$ cat src/rtl/ptx_pkg.sv
package ptx_pkg;

    localparam int MIN_FACTOR = 3;
    localparam int MAX_FACTOR = 10;

    // Phase of the forwarded clock against the data frame
    typedef enum logic {
        ALIGN_EDGE   = 1'b0,
        ALIGN_CENTER = 1'b1
    } fwd_align_e;

    // Frame strobes produced by the frame timer
    typedef struct packed {
        logic load_word;   // last cycle of a frame: word taken into holding register
        logic load_shift;  // first cycle of a frame: holding register moves to shifter
    } frame_strobe_t;

    function automatic bit factor_ok(input int factor);
        return (factor >= MIN_FACTOR) && (factor <= MAX_FACTOR);
    endfunction

    function automatic bit div_fits(input int factor, input int div);
        if (div == 1)
            return 1'b1;
        if ((div < 2) || (div > 10) || (div % 2 != 0))
            return 1'b0;
        return (div <= factor) && (factor % div == 0);
    endfunction

endpackage

$ cat src/rtl/ptx_frame_timer.sv
module ptx_frame_timer
    import ptx_pkg::*;
#(
    parameter int FACTOR = 8
) (
    input  logic          clk_fast,
    input  logic          rst,
    output frame_strobe_t strobe
);

    localparam int              CW   = $clog2(FACTOR);
    localparam logic [CW-1:0]   LAST = CW'(FACTOR - 1);

    logic [CW-1:0] cnt_q;

    always_ff @(posedge clk_fast) begin
        if (rst)
            cnt_q <= '0;
        else if (cnt_q == LAST)
            cnt_q <= '0;
        else
            cnt_q <= cnt_q + CW'(1);
    end

    always_comb begin
        strobe.load_word  = (cnt_q == LAST);
        strobe.load_shift = (cnt_q == '0);
    end


    single_strobe_chk: assert property (@(posedge clk_fast) disable iff (rst)
        strobe.load_word |=> !strobe.load_word);


    strobe_order_chk: assert property (@(posedge clk_fast) disable iff (rst)
        strobe.load_word |=> strobe.load_shift);

endmodule

$ cat src/rtl/ptx_word_shifter.sv
module ptx_word_shifter
    import ptx_pkg::*;
#(
    parameter int FACTOR = 8
) (
    input  logic              clk_fast,
    input  logic              rst,
    input  frame_strobe_t     strobe,
    input  logic [FACTOR-1:0] word_in,
    output logic              ser_out
);

    logic [FACTOR-1:0] hold_q;
    logic [FACTOR-1:0] shift_q;

    always_ff @(posedge clk_fast) begin
        if (rst) begin
            hold_q  <= '0;
            shift_q <= '0;
        end else begin
            if (strobe.load_word)
                hold_q <= word_in;
            if (strobe.load_shift)
                shift_q <= hold_q;
            else
                shift_q <= {shift_q[FACTOR-2:0], 1'b0};
        end
    end

    assign ser_out = shift_q[FACTOR-1];


    reset_quiet_chk: assert property (@(posedge clk_fast)
        rst |=> (ser_out == 1'b0));


    hold_stable_chk: assert property (@(posedge clk_fast) disable iff (rst)
        !strobe.load_word |=> $stable(hold_q));


    msb_first_chk: assert property (@(posedge clk_fast) disable iff (rst)
        strobe.load_shift |=> (ser_out == $past(hold_q[FACTOR-1])));

endmodule

$ cat src/rtl/ptx_fwd_clkgen.sv
module ptx_fwd_clkgen
    import ptx_pkg::*;
#(
    parameter int FACTOR = 8,
    parameter int DIV    = 4,
    parameter bit CENTER = 1'b0
) (
    input  logic clk_fast,
    input  logic rst,
    input  logic load_shift,
    output logic fwd_clk
);

    logic fwd_q;

    generate
        if (DIV == 1) begin : g_bit_toggle
            logic tog_q;
            logic run_q;

            always_ff @(posedge clk_fast) begin
                if (rst) begin
                    tog_q <= 1'b0;
                    run_q <= 1'b0;
                    fwd_q <= 1'b0;
                end else begin
                    tog_q <= ~tog_q;
                    run_q <= run_q | load_shift;
                    fwd_q <= ~tog_q ^ CENTER;
                end
            end


            fwd_toggle_chk: assert property (@(posedge clk_fast) disable iff (rst)
                run_q |=> (fwd_q != $past(fwd_q)));
        end else begin : g_frame_div
            localparam int            PW    = $clog2(DIV) + 1;
            localparam logic [PW-1:0] PLAST = PW'(DIV - 1);
            localparam logic [PW-1:0] PHALF = PW'(DIV / 2);

            logic [PW-1:0] ph_q;
            logic [PW-1:0] ph_nx;

            always_comb begin
                if (load_shift || (ph_q == PLAST))
                    ph_nx = '0;
                else
                    ph_nx = ph_q + PW'(1);
            end

            always_ff @(posedge clk_fast) begin
                if (rst) begin
                    ph_q  <= '0;
                    fwd_q <= 1'b0;
                end else begin
                    ph_q  <= ph_nx;
                    fwd_q <= (ph_nx < PHALF) ^ CENTER;
                end
            end


            fwd_phase_chk: assert property (@(posedge clk_fast) disable iff (rst)
                load_shift |=> (fwd_q == !CENTER));
        end
    endgenerate

    assign fwd_clk = fwd_q;


    fwd_reset_chk: assert property (@(posedge clk_fast)
        rst |=> (fwd_clk == 1'b0));

endmodule

$ cat src/rtl/ptx_serializer.sv
module ptx_serializer
    import ptx_pkg::*;
#(
    parameter int FACTOR     = 8,
    parameter int FWD_DIV    = 4,
    parameter bit FWD_CENTER = 1'b0
) (
    input  logic              clk_fast,
    input  logic              rst,
    input  logic [FACTOR-1:0] word_in,
    output logic              word_en,
    output logic              ser_out,
    output logic              fwd_clk_out
);

    generate
        if (!factor_ok(FACTOR) || !div_fits(FACTOR, FWD_DIV)) begin : g_bad_cfg
            $fatal(1, "ptx_serializer: factor %0d with forwarded divide %0d is not supported",
                   FACTOR, FWD_DIV);
        end
    endgenerate

    frame_strobe_t strobe;

    ptx_frame_timer #(
        .FACTOR (FACTOR)
    ) u_timer (
        .clk_fast (clk_fast),
        .rst      (rst),
        .strobe   (strobe)
    );

    ptx_word_shifter #(
        .FACTOR (FACTOR)
    ) u_shifter (
        .clk_fast (clk_fast),
        .rst      (rst),
        .strobe   (strobe),
        .word_in  (word_in),
        .ser_out  (ser_out)
    );

    ptx_fwd_clkgen #(
        .FACTOR (FACTOR),
        .DIV    (FWD_DIV),
        .CENTER (FWD_CENTER)
    ) u_fwd (
        .clk_fast   (clk_fast),
        .rst        (rst),
        .load_shift (strobe.load_shift),
        .fwd_clk    (fwd_clk_out)
    );

    assign word_en = strobe.load_word;

endmodule

$ cat config.mk
export PLATFORM = sky130hd
export DESIGN_NAME = ptx_serializer
export DESIGN_NICKNAME = d
export VERILOG_FILES = /design/src/rtl/ptx_pkg.sv /design/src/rtl/ptx_frame_timer.sv /design/src/rtl/ptx_word_shifter.sv /design/src/rtl/ptx_fwd_clkgen.sv /design/src/rtl/ptx_serializer.sv
export SDC_FILE = /design/constraint.sdc
export NUM_CORES = 1
export LEC_CHECK = 0
export ABC_AREA = 1
export ABC_CLOCK_PERIOD_IN_PS = 2600
export BUFFER_PORTS_ARGS = -buffer_cell sky130_fd_sc_hd__buf_2
export CELL_PAD_IN_SITES_DETAIL_PLACEMENT = 0
export CELL_PAD_IN_SITES_GLOBAL_PLACEMENT = 1
export CORE_UTILIZATION = 42
export DETAILED_ROUTE_END_ITERATION = 10
export MAX_ROUTING_LAYER = met4
export PLACE_DENSITY = 0.79
export SYNTH_ARGS = -nofsm -noshare
export SYNTH_HDL_FRONTEND = slang
export SYNTH_SLANG_ARGS = --single-unit
$ cat constraint.sdc
create_clock -name clk_fast -period 2.6 [get_ports clk_fast]
set_input_delay 0 -clock clk_fast [delete_from_list [all_inputs] [get_ports clk_fast]]
set_output_delay 0 -clock clk_fast [all_outputs]
set_load 0.01 [all_outputs]
==> flow_metrics.py <==
metrics = {
    "die": {
        "initial_core_util": 0.465,
        "core_um2": 1800,
        "io_pins": 13,
        "die_height_um": 46.6,
        "rows": 15,
        "die_width_um": 46.6,
        "die-area_um2": 2180,
    },
    "final_layout": {
        "final_common_cell": "nor2_1",
        "stdcell_count": 147,
        "fin_nets": 138,
        "final_area_um2": 1020,
        "final_cell_mix": "32 x nor2_1, 23 x dfxtp_1, 12 x o21ai_0, 12 x buf_2",
        "areaGrowthSynthToFinish_pct": 22.1,
        "drive_above_1_share": 0.156,
        "diodes": 0,
        "fillers": 194,
    },
    "cts": {
        "clkTransAtPathRegs_ns": 0.12,
        "cts_tree": "built",
        "h-tree-depth": 1,
        "clockBufferDepth": 2,
        "cts-root-buf": "clkbuf_4",
        "cts_setup_buffers": 0,
        "insertion_delay_ns": 0.31,
        "cts.sinks": 23,
        "cts_buffers": 3,
    },
    "critical_path": {
        "rr_worst_depth": 6,
        "worstSetupEndpointType": "flop",
        "crit_path_max_fanout": 10,
        "reg2reg_setup_slack_ns": 0.79,
        "critPathArrivalTime_ns": 2.07,
        "worstPathRequired_ns": 2.86,
        "startpoint_type": "flop",
        "worstSetupPathType": "reg2reg",
    },
    "logic_synthesis": {
        "synth.distinct_cells": 12,
        "synth_xor_area_frac": 0,
        "synth_mux_area_frac": 0,
        "postSynthCellCount": 99,
        "synthAdderAreaFrac": 0.0747,
        "seq_area_frac_synth": 0.550,
        "ys_seq_elements": 23,
        "yosysWarningCount": 0,
        "synth_compound_area_frac": 0.105,
        "netlist_area_um2": 837,
        "synth_simple_gate_area_frac": 0.194,
        "avgSynthCellArea_um2": 8.46,
        "synth_top_family_by_area": "simple AND/OR/NAND/NOR gates",
        "synth_fp_nets": 114,
    },
    "timing": {
        "fin_crit_ns": 1.81,
        "hold_viol": 0,
        "fmax_mhz": 553,
        "slew_viol_final": 0,
        "finalSetupTns_ns": 0,
        "skew_ns": 0.00603,
        "setup_viol": 0,
        "tightest_slew_ns": 0.337,
        "period_share": 0.696,
        "max-slew-margin-rel": 0.774,
        "rsz0062_at_grt": "no",
    },
    "drt": {
        "top_layer": "met4",
        "wl_per_cell_um": 9.57,
        "wl_met1_um": 754,
        "dr_wl_met3_um": 48,
        "drt-initial-drc-count": 8,
        "postRouteAntennaNets": 0,
        "wirelength_um": 1410,
        "vias": 629,
        "vias_per_cell": 4.28,
        "firstDrtPassIters": 4,
        "route.detailed.drc": 0,
        "wl_met2_um": 574,
    },
    "global_routing": {
        "grt_pass1_vias": 556,
        "grt_pass1_wl_um": 2350,
        "grt_max_degree": 17,
        "track_usage": 0.167,
        "grt_overflow": 0,
        "antenna_found_initial": 0,
    },
    "run": {
        "maxCapViolCount": 0,
    },
    "power_and_ir_drop": {
        "comb_power_share": 0.123,
        "switching_share": 0.249,
        "p_clk_frac": 0.263,
        "power.switching_mw": 0.155,
        "p_leak_nw": 0.477,
        "power_density_nw_per_um2": 608,
        "seqPwrFrac": 0.613,
        "vdd_ir_drop_max_mv": 0.314,
        "intPower_mw": 0.467,
    },
    "placement": {
        "io_buffer_count": 12,
        "gp_congestion": 0.696,
        "hpwl_um": 938,
        "dp.cells": 134,
        "place_area_um2": 906,
    },
    "hold_path": {
        "holdPathStages": 1,
        "hold_class": "reg2reg",
    },
    "outcome": {
        "status": "completed",
    },
}
[critical path, cell delays in order (launching register included)]
cell and delay (ns):
dfxtp_1 0.35, ha_1 0.20, ha_1 0.28, inv_2 0.21, nand2_1 0.07, a21oi_1 0.11, dlygate4sd3_1 0.55
[registers in the layout, summed over array words and instances, names as in the netlist]
name                    flops
u_timer.cnt_q               3
u_fwd.fwd_clk               1
u_fwd.g_frame_div.ph_q      3
u_shifter.shift_q           8
u_shifter.hold_q            8
[stage by stage]
| step | setup slack [ns] | power [mW] | hold WS, ns | util |
|---|---|---|---|---|
| global route | 0.667 | 0.659 | 0.444 | 0.567 |
| CTS | 0.775 | 0.629 | 0.434 | 0.567 |
| detailed placement | 1.24 | 0.458 | 0.229 | 0.503 |
| floorplan | 1.39 | 0.443 | 0.0691 | - |
| global placement | 1.27 | 0.457 | 0.220 | 0.503 |
| finish | 0.790 | 0.622 | 0.438 | 0.567 |
[Yosys cell counts]
cell type | number | area [µm²]
a21oi_1 | 2 | 10.0
buf_6 | 2 | 22.5
dfxtp_1 | 23 | 460
ha_1 | 5 | 62.6
inv_1 | 9 | 33.8
inv_2 | 2 | 7.51
nand2_1 | 6 | 22.5
nand3_1 | 1 | 5.00
nor2_1 | 32 | 120
nor3_1 | 3 | 15.0
o21ai_0 | 12 | 60.1
o21ai_2 | 2 | 17.5
[repair_timing]
action,CTS,global route
resized for setup,0,0
endpoints found under the hold margin,12,0
hold buffers,9,0
[layout make-up]
class | count | area [µm²] | share of cell area
Clock buffer | 4 | 26.3 | 0.0257
Multi-Input combinational cell | 63 | 313 | 0.306
Timing Repair Buffer | 21 | 150 | 0.147
Sequential cell | 23 | 460 | 0.450
Inverter | 11 | 41.3 | 0.0404
Tap cell | 25 | 31.3 | 0.0306
[power groups by stage]
stage / logic (mW) / clock network, mW / registers [mW]
finish: 0.0766 / 0.164 / 0.381
global route: 0.0895 / 0.186 / 0.384
CTS: 0.0779 / 0.170 / 0.381
detailed placement: 0.0685 / 0 / 0.390
global placement: 0.0681 / 0 / 0.389
floorplan: 0.0533 / 0 / 0.390
[cells by family after synthesis]
| family | after synthesis |
|---|---|
| AND/OR/NAND/NOR | 42 |
| flip-flops | 23 |
| AO/OA/AOI/OAI | 16 |
| buffers and inverters | 13 |
| adder cells (fa/ha/maj) | 5 |
[worst paths after layout]
| kind | to | from |
|---|---|---|
| hold reg to reg | u_fwd.g_frame_div.ph_q[0]$_SDFF_PP0_ | u_fwd.g_frame_div.ph_q[0]$_SDFF_PP0_ |
| setup / recovery | u_shifter.hold_q[4]$_SDFFE_PP0P_ | u_timer.cnt_q[0]$_SDFF_PP0_ |
| hold / removal | u_fwd.g_frame_div.ph_q[0]$_SDFF_PP0_ | u_fwd.g_frame_div.ph_q[0]$_SDFF_PP0_ |
| setup reg to reg | u_shifter.hold_q[4]$_SDFFE_PP0P_ | u_timer.cnt_q[0]$_SDFF_PP0_ |
[metal layers]
metal  GRT usage  vias up
met5           -        -
met4       0.103        0
met3      0.0471        4
met2       0.222       12
met1       0.218      258
li1            -      355
(Power assumes the default switching activity.)
